`config.mk`:
```
export PLATFORM = sky130hd
export DESIGN_NAME = acc_status_latch
export DESIGN_NICKNAME = d
export VERILOG_FILES = /design/src/rtl/acsl_pkg.sv /design/src/rtl/acsl_bus_decode.sv /design/src/rtl/acsl_channel.sv /design/src/rtl/acsl_stat_flag.sv /design/src/rtl/acsl_snapshot.sv /design/src/rtl/acc_status_latch.sv
export SDC_FILE = /design/constraint.sdc
export NUM_CORES = 1
export LEC_CHECK = 0
export BUFFER_PORTS_ARGS = -buffer_cell sky130_fd_sc_hd__buf_2
export CELL_PAD_IN_SITES_DETAIL_PLACEMENT = 0
export CELL_PAD_IN_SITES_GLOBAL_PLACEMENT = 1
export CORE_MARGIN = 10
export CORE_UTILIZATION = 47
export CTS_CLUSTER_DIAMETER = 120
export CTS_CLUSTER_SIZE = 20
export DETAILED_ROUTE_END_ITERATION = 8
export GPL_ROUTABILITY_DRIVEN = 0
export PLACE_DENSITY = 0.85
export SKIP_CTS_REPAIR_TIMING = 1
export SLEW_MARGIN = 30
export SYNTH_ARGS = -nofsm -noshare
export SYNTH_HDL_FRONTEND = slang
export SYNTH_SLANG_ARGS = --single-unit
```
`constraint.sdc`:
```
create_clock -name clk -period 4 [get_ports clk]
set_clock_uncertainty 0.1 [all_clocks]
set_input_delay 0.8 -clock clk [delete_from_list [all_inputs] [get_ports clk]]
set_output_delay 0.8 -clock clk [all_outputs]
set_load 0.02 [all_outputs]
```
`src/rtl/acsl_pkg.sv`:
```
package acsl_pkg;

   localparam int unsigned ADDR_CAPTURE_DEF = 'h80;
   localparam int unsigned ADDR_SNAP_A_DEF  = 'h82;
   localparam int unsigned ADDR_SNAP_B_DEF  = 'h83;
   localparam int unsigned ADDR_CH_CLR_DEF  = 'h88;
   localparam int unsigned ADDR_ALL_CLR_DEF = 'h8F;
   localparam int unsigned ADDR_QPROMPT_DEF = 'h90;
   localparam int unsigned ADDR_STATMAG_DEF = 'h98;

   typedef struct packed {
      logic early;
      logic ovfl;
      logic missed;
      logic ready;
   } acsl_ch_flags_t;

endpackage

```
`src/rtl/acsl_bus_decode.sv`:
```
module acsl_bus_decode #(
   parameter int NUM_CH       = 6,
   parameter int ADDR_W       = 8,
   parameter int ADDR_CAPTURE = 'h80,
   parameter int ADDR_CH_CLR  = 'h88,
   parameter int ADDR_ALL_CLR = 'h8F,
   parameter int ADDR_QPROMPT = 'h90,
   parameter int ADDR_STATMAG = 'h98
) (
   input  logic              clk,
   input  logic              rst_n,
   input  logic              sw_reset,
   input  logic              irq_out,
   input  logic              irq_in,
   input  logic [ADDR_W-1:0] bus_addr,
   input  logic              bus_wr,
   input  logic              bus_rd,
   output logic              snap_evt,
   output logic              all_clr,
   output logic              mag_rd_done,
   output logic [NUM_CH-1:0] ch_clr,
   output logic [NUM_CH-1:0] qp_rd_done
);

   logic              irq_out_q;
   logic              irq_in_q;
   logic              rd_q;
   logic [ADDR_W-1:0] rd_addr_q;
   logic              rd_trail;

   always_ff @(posedge clk or negedge rst_n) begin
      if (!rst_n) begin
         irq_out_q <= 1'b0;
         irq_in_q  <= 1'b0;
         rd_q      <= 1'b0;
         rd_addr_q <= '0;
      end else if (sw_reset) begin
         irq_out_q <= 1'b0;
         irq_in_q  <= 1'b0;
         rd_q      <= 1'b0;
         rd_addr_q <= '0;
      end else begin
         irq_out_q <= irq_out;
         irq_in_q  <= irq_in;
         rd_q      <= bus_rd;
         if (bus_rd) rd_addr_q <= bus_addr;
      end
   end

   assign rd_trail    = rd_q && !bus_rd;
   assign snap_evt    = (irq_out && !irq_out_q) || (irq_in && !irq_in_q) ||
                        (bus_wr && bus_addr == ADDR_W'(ADDR_CAPTURE));
   assign all_clr     = bus_wr && bus_addr == ADDR_W'(ADDR_ALL_CLR);
   assign mag_rd_done = rd_trail && rd_addr_q == ADDR_W'(ADDR_STATMAG);

   for (genvar c = 0; c < NUM_CH; c++) begin : g_ch_dec
      assign ch_clr[c]     = bus_wr && bus_addr == ADDR_W'(ADDR_CH_CLR + c);
      assign qp_rd_done[c] = rd_trail && rd_addr_q == ADDR_W'(ADDR_QPROMPT + c);
   end

   // no read-triggered clear may fire while the strobe is still high
   assert_no_clear_while_held_R11: assert property (@(posedge clk) disable iff (!rst_n)
      $past(bus_rd) && bus_rd |-> (qp_rd_done == '0) && !mag_rd_done);

endmodule

```
`src/rtl/acsl_channel.sv`:
```
module acsl_channel
   import acsl_pkg::*;
(
   input  logic           clk,
   input  logic           rst_n,
   input  logic           sw_reset,
   input  logic           clk_en,
   input  logic           dump,
   input  logic           dump_early,
   input  logic           dump_ovfl,
   input  logic           acc_clr,
   input  logic           qp_rd_done,
   input  logic           snap_evt,
   output acsl_ch_flags_t flags
);

   logic ready_q, missed_q, ovfl_q, early_q, fresh_q;
   logic ready_nxt, missed_nxt, ovfl_nxt, early_nxt, fresh_nxt;
   logic rd_release;

   always_comb begin
      rd_release = qp_rd_done && !fresh_q && !dump;
      ready_nxt  = (acc_clr || rd_release) ? 1'b0 : ready_q;
      missed_nxt = acc_clr ? 1'b0 : missed_q;
      ovfl_nxt   = acc_clr ? 1'b0 : ovfl_q;
      early_nxt  = early_q;
      if (dump) begin
         if (ready_nxt) begin
            missed_nxt = 1'b1;
         end else begin
            ready_nxt = 1'b1;
            early_nxt = dump_early;
            ovfl_nxt  = ovfl_nxt | dump_ovfl;
         end
      end
      fresh_nxt = dump | (fresh_q & ~snap_evt);
   end

   always_ff @(posedge clk or negedge rst_n) begin
      if (!rst_n) begin
         ready_q  <= 1'b0;
         missed_q <= 1'b0;
         ovfl_q   <= 1'b0;
         early_q  <= 1'b0;
         fresh_q  <= 1'b0;
      end else if (sw_reset) begin
         ready_q  <= 1'b0;
         missed_q <= 1'b0;
         ovfl_q   <= 1'b0;
         early_q  <= 1'b0;
         fresh_q  <= 1'b0;
      end else if (!clk_en) begin
         ready_q  <= 1'b0;
         missed_q <= 1'b0;
         ovfl_q   <= 1'b0;
         fresh_q  <= 1'b0;
      end else begin
         ready_q  <= ready_nxt;
         missed_q <= missed_nxt;
         ovfl_q   <= ovfl_nxt;
         early_q  <= early_nxt;
         fresh_q  <= fresh_nxt;
      end
   end

   assign flags = '{early: early_q, ovfl: ovfl_q, missed: missed_q, ready: ready_q};

   // the lost-dump flag only rises on a dump that met protection
   assert_missed_cause_R6: assert property (@(posedge clk) disable iff (!rst_n)
      $rose(missed_q) |-> $past(ready_q && dump));

   // the lost-dump flag is sticky
   assert_missed_sticky_R6: assert property (@(posedge clk) disable iff (!rst_n)
      missed_q && clk_en && !acc_clr && !sw_reset |=> missed_q);

   // the early flag is frozen while protection is on
   assert_early_locked_R5: assert property (@(posedge clk) disable iff (!rst_n)
      ready_q && clk_en && !acc_clr && !sw_reset |=> $stable(early_q));

   // a dump since the last snapshot keeps protection through a prompt read
   assert_read_blocked_R7: assert property (@(posedge clk) disable iff (!rst_n)
      ready_q && fresh_q && clk_en && !acc_clr && !sw_reset |=> ready_q);

   // a disabled channel holds its flags clear
   assert_clk_en_clear_R9: assert property (@(posedge clk) disable iff (!rst_n)
      !clk_en |=> !ready_q && !missed_q && !ovfl_q);

endmodule

```
`src/rtl/acsl_stat_flag.sv`:
```
module acsl_stat_flag (
   input  logic clk,
   input  logic rst_n,
   input  logic sw_reset,
   input  logic stat_new,
   input  logic mag_rd_done,
   input  logic all_clr,
   input  logic snap_stat,
   output logic stat_q
);

   logic clr;

   assign clr = (mag_rd_done && snap_stat) || all_clr;

   always_ff @(posedge clk or negedge rst_n) begin
      if (!rst_n)        stat_q <= 1'b0;
      else if (sw_reset) stat_q <= 1'b0;
      else               stat_q <= (stat_q && !clr) || stat_new;
   end

   // a new-statistics pulse always leaves the flag set
   assert_stat_set_R10: assert property (@(posedge clk) disable iff (!rst_n)
      stat_new && !sw_reset |=> stat_q);

   // a magnitude read does not clear a flag the snapshot did not show
   assert_stat_hold_R10: assert property (@(posedge clk) disable iff (!rst_n)
      stat_q && !snap_stat && !all_clr && !sw_reset |=> stat_q);

endmodule

```
`src/rtl/acsl_snapshot.sv`:
```
module acsl_snapshot #(
   parameter int NUM_CH      = 6,
   parameter int DATA_W      = 16,
   parameter int ADDR_W      = 8,
   parameter int ADDR_SNAP_A = 'h82,
   parameter int ADDR_SNAP_B = 'h83
) (
   input  logic              clk,
   input  logic              rst_n,
   input  logic              sw_reset,
   input  logic              snap_evt,
   input  logic [NUM_CH-1:0] ready_vec,
   input  logic [NUM_CH-1:0] early_vec,
   input  logic [NUM_CH-1:0] missed_vec,
   input  logic [NUM_CH-1:0] ovfl_vec,
   input  logic              stat_live,
   input  logic              bus_rd,
   input  logic [ADDR_W-1:0] bus_addr,
   output logic [DATA_W-1:0] bus_rdata,
   output logic              snap_stat
);

   localparam int HALF = DATA_W / 2;

   logic [DATA_W-1:0] live_a, live_b;
   logic [DATA_W-1:0] snap_a, snap_b;

   always_comb begin
      live_a                = '0;
      live_a[NUM_CH-1:0]    = ready_vec;
      live_a[HALF +: NUM_CH] = early_vec;
      live_a[DATA_W-1]      = stat_live;
      live_b                = '0;
      live_b[NUM_CH-1:0]    = missed_vec;
      live_b[HALF +: NUM_CH] = ovfl_vec;
   end

   always_ff @(posedge clk or negedge rst_n) begin
      if (!rst_n) begin
         snap_a <= '0;
         snap_b <= '0;
      end else if (sw_reset) begin
         snap_a <= '0;
         snap_b <= '0;
      end else if (snap_evt) begin
         snap_a <= live_a;
         snap_b <= live_b;
      end
   end

   assign snap_stat = snap_a[DATA_W-1];

   always_comb begin
      bus_rdata = '0;
      if (bus_rd && bus_addr == ADDR_W'(ADDR_SNAP_A))      bus_rdata = snap_a;
      else if (bus_rd && bus_addr == ADDR_W'(ADDR_SNAP_B)) bus_rdata = snap_b;
   end

   // without a capture event both words hold
   assert_snap_hold_R4: assert property (@(posedge clk) disable iff (!rst_n)
      !snap_evt && !sw_reset |=> $stable(snap_a) && $stable(snap_b));

   // a software reset empties both words
   assert_sw_reset_R1: assert property (@(posedge clk) disable iff (!rst_n)
      sw_reset |=> snap_a == '0 && snap_b == '0);

endmodule

```
`src/rtl/acc_status_latch.sv`:
```
module acc_status_latch
   import acsl_pkg::*;
#(
   parameter int NUM_CH       = 6,
   parameter int DATA_W       = 16,
   parameter int ADDR_W       = 8,
   parameter int ADDR_CAPTURE = ADDR_CAPTURE_DEF,
   parameter int ADDR_SNAP_A  = ADDR_SNAP_A_DEF,
   parameter int ADDR_SNAP_B  = ADDR_SNAP_B_DEF,
   parameter int ADDR_CH_CLR  = ADDR_CH_CLR_DEF,
   parameter int ADDR_ALL_CLR = ADDR_ALL_CLR_DEF,
   parameter int ADDR_QPROMPT = ADDR_QPROMPT_DEF,
   parameter int ADDR_STATMAG = ADDR_STATMAG_DEF
) (
   input  logic              clk,
   input  logic              rst_n,
   input  logic              sw_reset,
   input  logic              irq_out,
   input  logic              irq_in,
   input  logic [ADDR_W-1:0] bus_addr,
   input  logic              bus_wr,
   input  logic              bus_rd,
   output logic [DATA_W-1:0] bus_rdata,
   input  logic [NUM_CH-1:0] ch_clk_en,
   input  logic [NUM_CH-1:0] ch_dump,
   input  logic [NUM_CH-1:0] ch_dump_early,
   input  logic [NUM_CH-1:0] ch_dump_ovfl,
   input  logic              stat_new
);

   localparam int ADDR_SPAN = 1 << ADDR_W;

   if (DATA_W % 2 != 0) begin : g_bad_width
      $error("acc_status_latch: DATA_W must be even");
   end
   if (NUM_CH < 1 || NUM_CH > DATA_W / 2 - 1) begin : g_bad_count
      $error("acc_status_latch: NUM_CH does not fit the snapshot layout");
   end
   if (ADDR_CH_CLR + NUM_CH > ADDR_SPAN || ADDR_QPROMPT + NUM_CH > ADDR_SPAN) begin : g_bad_map
      $error("acc_status_latch: channel address ranges exceed the address space");
   end

   logic              snap_evt, all_clr, mag_rd_done, snap_stat, stat_q;
   logic [NUM_CH-1:0] ch_clr, qp_rd_done;
   logic [NUM_CH-1:0] ready_vec, early_vec, missed_vec, ovfl_vec;
   acsl_ch_flags_t    ch_flags [NUM_CH];

   acsl_bus_decode #(
      .NUM_CH(NUM_CH), .ADDR_W(ADDR_W), .ADDR_CAPTURE(ADDR_CAPTURE),
      .ADDR_CH_CLR(ADDR_CH_CLR), .ADDR_ALL_CLR(ADDR_ALL_CLR),
      .ADDR_QPROMPT(ADDR_QPROMPT), .ADDR_STATMAG(ADDR_STATMAG)
   ) u_dec (
      .clk(clk), .rst_n(rst_n), .sw_reset(sw_reset),
      .irq_out(irq_out), .irq_in(irq_in),
      .bus_addr(bus_addr), .bus_wr(bus_wr), .bus_rd(bus_rd),
      .snap_evt(snap_evt), .all_clr(all_clr), .mag_rd_done(mag_rd_done),
      .ch_clr(ch_clr), .qp_rd_done(qp_rd_done)
   );

   for (genvar c = 0; c < NUM_CH; c++) begin : g_chan
      acsl_channel u_ch (
         .clk(clk), .rst_n(rst_n), .sw_reset(sw_reset),
         .clk_en(ch_clk_en[c]), .dump(ch_dump[c]),
         .dump_early(ch_dump_early[c]), .dump_ovfl(ch_dump_ovfl[c]),
         .acc_clr(ch_clr[c]), .qp_rd_done(qp_rd_done[c]),
         .snap_evt(snap_evt), .flags(ch_flags[c])
      );
      assign ready_vec[c]  = ch_flags[c].ready;
      assign early_vec[c]  = ch_flags[c].early;
      assign missed_vec[c] = ch_flags[c].missed;
      assign ovfl_vec[c]   = ch_flags[c].ovfl;
   end

   acsl_stat_flag u_stat (
      .clk(clk), .rst_n(rst_n), .sw_reset(sw_reset),
      .stat_new(stat_new), .mag_rd_done(mag_rd_done), .all_clr(all_clr),
      .snap_stat(snap_stat), .stat_q(stat_q)
   );

   acsl_snapshot #(
      .NUM_CH(NUM_CH), .DATA_W(DATA_W), .ADDR_W(ADDR_W),
      .ADDR_SNAP_A(ADDR_SNAP_A), .ADDR_SNAP_B(ADDR_SNAP_B)
   ) u_snap (
      .clk(clk), .rst_n(rst_n), .sw_reset(sw_reset), .snap_evt(snap_evt),
      .ready_vec(ready_vec), .early_vec(early_vec),
      .missed_vec(missed_vec), .ovfl_vec(ovfl_vec), .stat_live(stat_q),
      .bus_rd(bus_rd), .bus_addr(bus_addr),
      .bus_rdata(bus_rdata), .snap_stat(snap_stat)
   );

endmodule

```
==> results of run 1 <==
[per-layer routing]
layer	up-vias	routed length [µm]
met5	-	0
li1	1308	-
met2	93	3910
met3	5	590
met4	0	53
met1	1297	3840
[worst reg2reg max path, cell delays in order (launching register included)]
cell	delay (ns)
sky130_fd_sc_hd__dfrtp_1	0.33
sky130_fd_sc_hd__inv_1	0.04
sky130_fd_sc_hd__a22oi_2	0.22
sky130_fd_sc_hd__and2_1	0.75
sky130_fd_sc_hd__o21ai_1	0.18
[synthesized netlist by cell type, drive strengths merged (4+ instances only)]
cell type / instances
nand2: 16
a21oi: 16
inv: 9
o31ai: 4
buf: 9
nand4b: 25
clkbuf: 16
nand2b: 30
nand3: 4
a22o: 12
o21ai: 31
dfrtp: 67
nor2b: 8
or3b: 4
nor2: 24
a31oi: 10
and3: 4
mux2i: 10
nand3b: 4
nor3: 6
[flip-flops by register name, indices dropped and copies added, names as in the netlist]
register,count
u_stat.stat_q,1
u_dec.irq_in_q,1
u_snap.snap_b,12
g_chan.u_ch.fresh_q,6
g_chan.u_ch.ovfl_q,6
u_dec.rd_q,1
g_chan.u_ch.missed_q,6
u_dec.rd_addr_q,8
g_chan.u_ch.ready_q,6
u_snap.snap_a,13
g_chan.u_ch.early_q,6
u_dec.irq_out_q,1
[power by group through the flow]
stage	registers (mW)	clock network (mW)	logic (mW)
floorplan	0.725	0	0.0900
detailed placement	0.730	0	0.146
global placement	0.729	0	0.143
global route	0.720	0.555	0.164
finish	0.718	0.514	0.146
CTS	0.717	0.523	0.147
[worst paths after layout]
kind                       cells after the start                         startpoint                                 to  slack (ns)
min                                            1                              rst_n     u_dec.rd_addr_q[5]$_DFFE_PN0P_        0.39
min in group clk                               2  g_chan[5].u_ch.missed_q$_DFF_PN0_  g_chan[5].u_ch.missed_q$_DFF_PN0_        0.41
max                                            7                        bus_addr[6]                      bus_rdata[15]        0.96
min reg2reg                                    2  g_chan[5].u_ch.missed_q$_DFF_PN0_  g_chan[5].u_ch.missed_q$_DFF_PN0_        0.41
max in group asynchronous                      2                              rst_n  g_chan[3].u_ch.missed_q$_DFF_PN0_        2.66
max reg2reg                                    4          u_dec.irq_out_q$_DFF_PN0_       u_snap.snap_b[5]$_DFFE_PN0P_        2.23
[per-stage QoR]
stage          instances  hold slack, ns  util [%]
2_1_floorplan        337           0.377         -
3_3_place_gp         468           0.401      53.4
3_5_place_dp         468           0.404      53.4
4_1_cts              484           0.407      56.0
5_1_grt              484           0.429      56.1
6_report             484           0.385      56.1
[kinds of logic (layout without fill, tap and decap cells)]
kind of cell | Yosys count | count (layout) | share of synthesized area (%)
AO/OA/AOI/OAI | 85 | 85 | 16.2
flip-flops | 67 | 67 | 50.1
other | 1 | 3 | 0.112
AND/OR/NAND/NOR | 138 | 138 | 25.7
multiplexers | 10 | 10 | 2.99
buffers and inverters | 34 | 85 | 4.94
[area by class of cell]
| type | instances | area [µm²] |
|---|---|---|
| flip-flops and latches | 67 | 1680 |
| well taps | 96 | 120 |
| repair buffers | 60 | 323 |
| clock buffers | 12 | 155 |
| clock inverters | 4 | 25.0 |
| fillers | 639 | 3010 |
| inverters | 9 | 33.8 |
| multi-input cells | 236 | 1520 |
==> flow_summary.toml, run 1 <==
[clock_tree]
cts.root.buffer_cell = "sky130_fd_sc_hd__clkbuf_8"
numClockSinks = 67
clock_tree.buffer_depth = 2
cts_tree = "yes"
clk_latency_ns = 0.34
path_clk_slew_ns = 0.07
numCtsBuffers = 9
htreeDepth = 3

[logic_synthesis]
synth_seq_cells = 67
number_of_flops_mapped_to_enable_cells_by_yosys = 0
synth_top_area_cell = "sky130_fd_sc_hd__dfrtp_1"
postSynthAreaPerCell_um2 = 9.99
number_of_standard_cells_after_synthesis = 335
post_synth_instance_area_mm2 = 0.00335
synth_top_cell_area_share_pct = 50.1
ys_flop_type = "sky130_fd_sc_hd__dfrtp_1"
netlist-cell-type-count = 43
synth-async-reset-ratio_pct = 100
ys_warns = 0
ys_top_cells_by_area = "sky130_fd_sc_hd__dfrtp_1 (50%), sky130_fd_sc_hd__nand4b_1 (6.5%), sky130_fd_sc_hd__nand2b_1 (5.6%)"
ys_seq_area_share_pct = 50.1

[pwr]
seq_power_share_pct = 52.1
pwr-share-comb_pct = 10.6
power_switching_mw = 0.363
p_total_mw = 1.38
p_clk_share_pct = 37.3
vdd_drop_max_mv = 0.208
p_int_mw = 1.01
switch_share_pct = 26.4
leakage_nw = 1.74
power.density_cell_area_mw_per_mm2 = 357

[route]
route.detailed.wl_per_inst_um = 17.3
via_count = 2703
drt_iter0_markers = 167
firstDrtPassIters = 5
routed_wl_um = 8390
post-route-drc-count = 0
drt.antenna.violating_nets = 0
route.detailed.vias_per_inst = 5.58

[floorplanning]
effective_utilization_at_floorplan_pct = 48.7
chipHeight_um = 104
floorplan.rows = 30
io-pin-count = 56
die_width_um = 104
placeableCoreArea_mm2 = 0.00687
area_of_the_die_mm2 = 0.0109

[critical_path]
worstPathCellList = "buf_2 -> nor4b_4 -> nand3_1 -> nor2_2 -> buf_4 -> and2_1 -> buf_2"
critPathMostFrequentCell = "sky130_fd_sc_hd__buf_2"
critPathKind = "input port to primary output"
cp_num_buf_inv = 3
worst_endpoint_data_arrival_time_ns = 2.14
crit_family = "simple AND/OR/NAND/NOR gates"
critical_path_required_ns = 3.10
slowest_delay_ns = 0.39
critical_path.slowest_cell = "sky130_fd_sc_hd__nor4b_4"
crit_path_max_fanout = 13
cp-start-kind = "input port"
cp-end-kind = "primary output"

[sta]
worst_slew_pin_slew_ns = 0.894
timing_hold_violations_final = 0
setup_viol = 0
final_max_slew_viols = 0
slew-limit-headroom_pct = 40.4
final.setup.worst_slack_ns = 0.960
maxClockFrequency_mhz = 329
totalNegativeSetupSlack_ns = 0
final_critical_path_share_of_the_clock_period_pct = 76.0
period_minus_slack_ns = 3.04
grt_setup_unrepaired = "false"

[layout]
design_area_mm2 = 0.00386
most-common-layout-cells = "sky130_fd_sc_hd__dfrtp_1 (67), sky130_fd_sc_hd__buf_2 (51), sky130_fd_sc_hd__nand2b_1 (30), sky130_fd_sc_hd__nand4b_1 (25)"
finalNetCount = 423
antennaDiodeCount = 0
drive_above_1_share_pct = 20.9
final_common_cell = "sky130_fd_sc_hd__dfrtp_1"
flow.area_growth_from_synthesis_pct = 15.3

[placement]
io_buffer_count = 52
post_dp_cell_area_mm2 = 0.00367
place_hpwl_um = 5900
place_worst_setup_slack_ns = 0.955

[grt]
grt-ovfl-total = 0
antenna_violations_before_repair = 0
grt_pass1_vias = 2816
gr-usage-met3_pct = 4.28
grt_util_met2_pct = 23.8
grt.met1_usage_pct = 20.7
grt_pass1_wl_um = 14100
busiest_layer = "met2"
maximum_number_of_pins_on_one_net_before_global_route_repair = 51
groute.usage.overall_pct = 15.6

[job]
maxCapViolations = 0

[run_status]
status = "completed"

[hold_path]
hold_class = "input port to asynchronous set/reset pin"
No activity file was read; power rests on OpenSTA's default activity.
==> run 2: changes to the inputs <==
- CORE_UTILIZATION: 47 -> 39
- PLACE_DENSITY: 0.85 -> 0.75
- clock period: 4 -> 2.6 ns (I/O delays scaled with it)
==> run 2 against run 1 <==
- largest cell class unchanged
- critical path depth is the same
- critical endpoint unchanged
- clock power grew 85%
- highest routed layer unchanged
- global-route usage shrank 2.2 points
- clock-buffer cell count stayed put
==> flow_summary.toml, run 2 (same netlist as run 1, synthesis figures left out) <==
[floorplanning]
chipHeight_um = 113
floorplan.rows = 33
placeableCoreArea_mm2 = 0.00830
area_of_the_die_mm2 = 0.0127
io-pin-count = 56
die_width_um = 113
effective_utilization_at_floorplan_pct = 40.3

[sta]
final.setup.worst_slack_ns = 0.141
setup_viol = 0
hold_slack_ns = 0.104
period_minus_slack_ns = 2.46
totalNegativeSetupSlack_ns = 0
grt_setup_unrepaired = "false"
worst_slew_pin_slew_ns = 0.891
final_critical_path_share_of_the_clock_period_pct = 94.6
slew-limit-headroom_pct = 40.6
final_max_slew_viols = 0
maxClockFrequency_mhz = 407
timing_hold_violations_final = 0

[clock_tree]
path_clk_slew_ns = 0.07
clock_tree.buffer_depth = 2
cts.root.buffer_cell = "sky130_fd_sc_hd__clkbuf_8"
numClockSinks = 67
clk_latency_ns = 0.33
htreeDepth = 3
numCtsBuffers = 9
cts_tree = "yes"

[route]
drt.antenna.violating_nets = 0
via_count = 2673
route.detailed.wl_per_inst_um = 17.0
drt_iter0_markers = 167
firstDrtPassIters = 5
route.detailed.vias_per_inst = 5.41
post-route-drc-count = 0
routed_wl_um = 8420

[layout]
stdcell_count = 494
most-common-layout-cells = "sky130_fd_sc_hd__dfrtp_1 (67), sky130_fd_sc_hd__buf_2 (52), sky130_fd_sc_hd__nand2b_1 (30), sky130_fd_sc_hd__nand4b_1 (25)"
antennaDiodeCount = 0
regArea_mm2 = 0.00168
drive_above_1_share_pct = 21.1
finalNetCount = 426
flow.area_growth_from_synthesis_pct = 18.0
largest_register_ffs = 13
reg.largest.list = "u_snap.snap_a x13, u_snap.snap_b x12, u_dec.rd_addr_q x8"
postLayoutCoreUtil_pct = 47.6
largest_register = "u_snap.snap_a"
nFillCells = 787
final_common_cell = "sky130_fd_sc_hd__dfrtp_1"
design_area_mm2 = 0.00395
area_of_the_multi_input_gates_mm2 = 0.00152

[run_status]
status = "completed"

[grt]
grt_pass1_vias = 2723
grt_pass1_wl_um = 14100
antenna_violations_before_repair = 0
grt-ovfl-total = 0
maximum_number_of_pins_on_one_net_before_global_route_repair = 50
groute.usage.overall_pct = 13.4

[critical_path]
timing.reg2reg.setup_slack_ns = 0.86
startpoint = "bus_addr[4]"
cp-start-kind = "input port"
r2r-start = "u_dec.irq_out_q$_DFF_PN0_"
crit_path_max_fanout = 13
worst_endpoint_data_arrival_time_ns = 1.84
critical_path_required_ns = 1.98
termination_of_the_worst_setup_path = "bus_rdata[15]"
timing.rr.end = "u_snap.snap_a[13]$_DFFE_PN0P_"
worst-r2r-cell-count = 4
cp-end-kind = "primary output"
critPathKind = "input port to primary output"

[placement]
place_hpwl_um = 6190
post_dp_cell_area_mm2 = 0.00373
post-place-cells = 480
io_buffer_count = 52
place_worst_setup_slack_ns = 0.110

[job]
maxCapViolations = 0

[pwr]
leakage_nw = 1.78
vdd_drop_max_mv = 0.332
p_total_mw = 2.28
power.density_cell_area_mw_per_mm2 = 578

[hold_path]
hold_class = "input port to asynchronous set/reset pin"
## run 2: changes by cell type in the layout (fill, tap and decap cells not counted), sizes merged
| cell | change |
|---|---|
| bufinv | +2 |
| clkinv | -2 |
| buf | +3 |
| clkinvlp | -2 |
## run 2: critical path: stages
cell and delay, ns:
sky130_fd_sc_hd__buf_2 0.12, sky130_fd_sc_hd__nor4b_4 0.39, sky130_fd_sc_hd__nand3_1 0.18, sky130_fd_sc_hd__nor2_2 0.16
sky130_fd_sc_hd__buf_12 0.15, sky130_fd_sc_hd__and2_1 0.14, sky130_fd_sc_hd__buf_2 0.16
## run 2: how the worst min path moves through the flow
stage,startpoint,to,slack [ns],depth (start not counted)
global placement,g_chan[4].u_ch.missed_q$_DFF_PN0_,g_chan[4].u_ch.missed_q$_DFF_PN0_,0.40,2
CTS,rst_n,u_dec.rd_q$_DFF_PN0_,0.12,1
floorplan,rst_n,g_chan[0].u_ch.early_q$_DFFE_PN0P_,0.12,0
finish,rst_n,u_dec.rd_q$_DFF_PN0_,0.10,1
global route,rst_n,u_snap.snap_a[15]$_DFFE_PN0P_,0.15,1
detailed placement,u_dec.rd_addr_q[5]$_DFFE_PN0P_,u_dec.rd_addr_q[5]$_DFFE_PN0P_,0.41,2
## run 2: cell type report
class	instances	share of cell area [%]
clock inverter	2	1.52
inverter	9	0.856
timing repair buffer	63	9.32
clock buffer	12	3.93
sequential	67	42.5
multi-input combinational	236	38.6
tap	105	3.33
## run 2: metal layers
| metal | up-vias | wire (µm) | track usage [%] |
|---|---|---|---|
| met3 | 11 | 469 | 3.73 |
| met5 | - | 0 | 0 |
| li1 | 1315 | - | - |
| met2 | 61 | 3850 | 19.6 |
| met1 | 1286 | 3990 | 18.4 |
| met4 | 0 | 107 | 4.82 |
## run 2: report_power, final
group          switching, mW  internal, mW
clock network          0.369         0.583
logic                  0.138        0.0876
registers             0.0249          1.08
total                  0.532          1.75
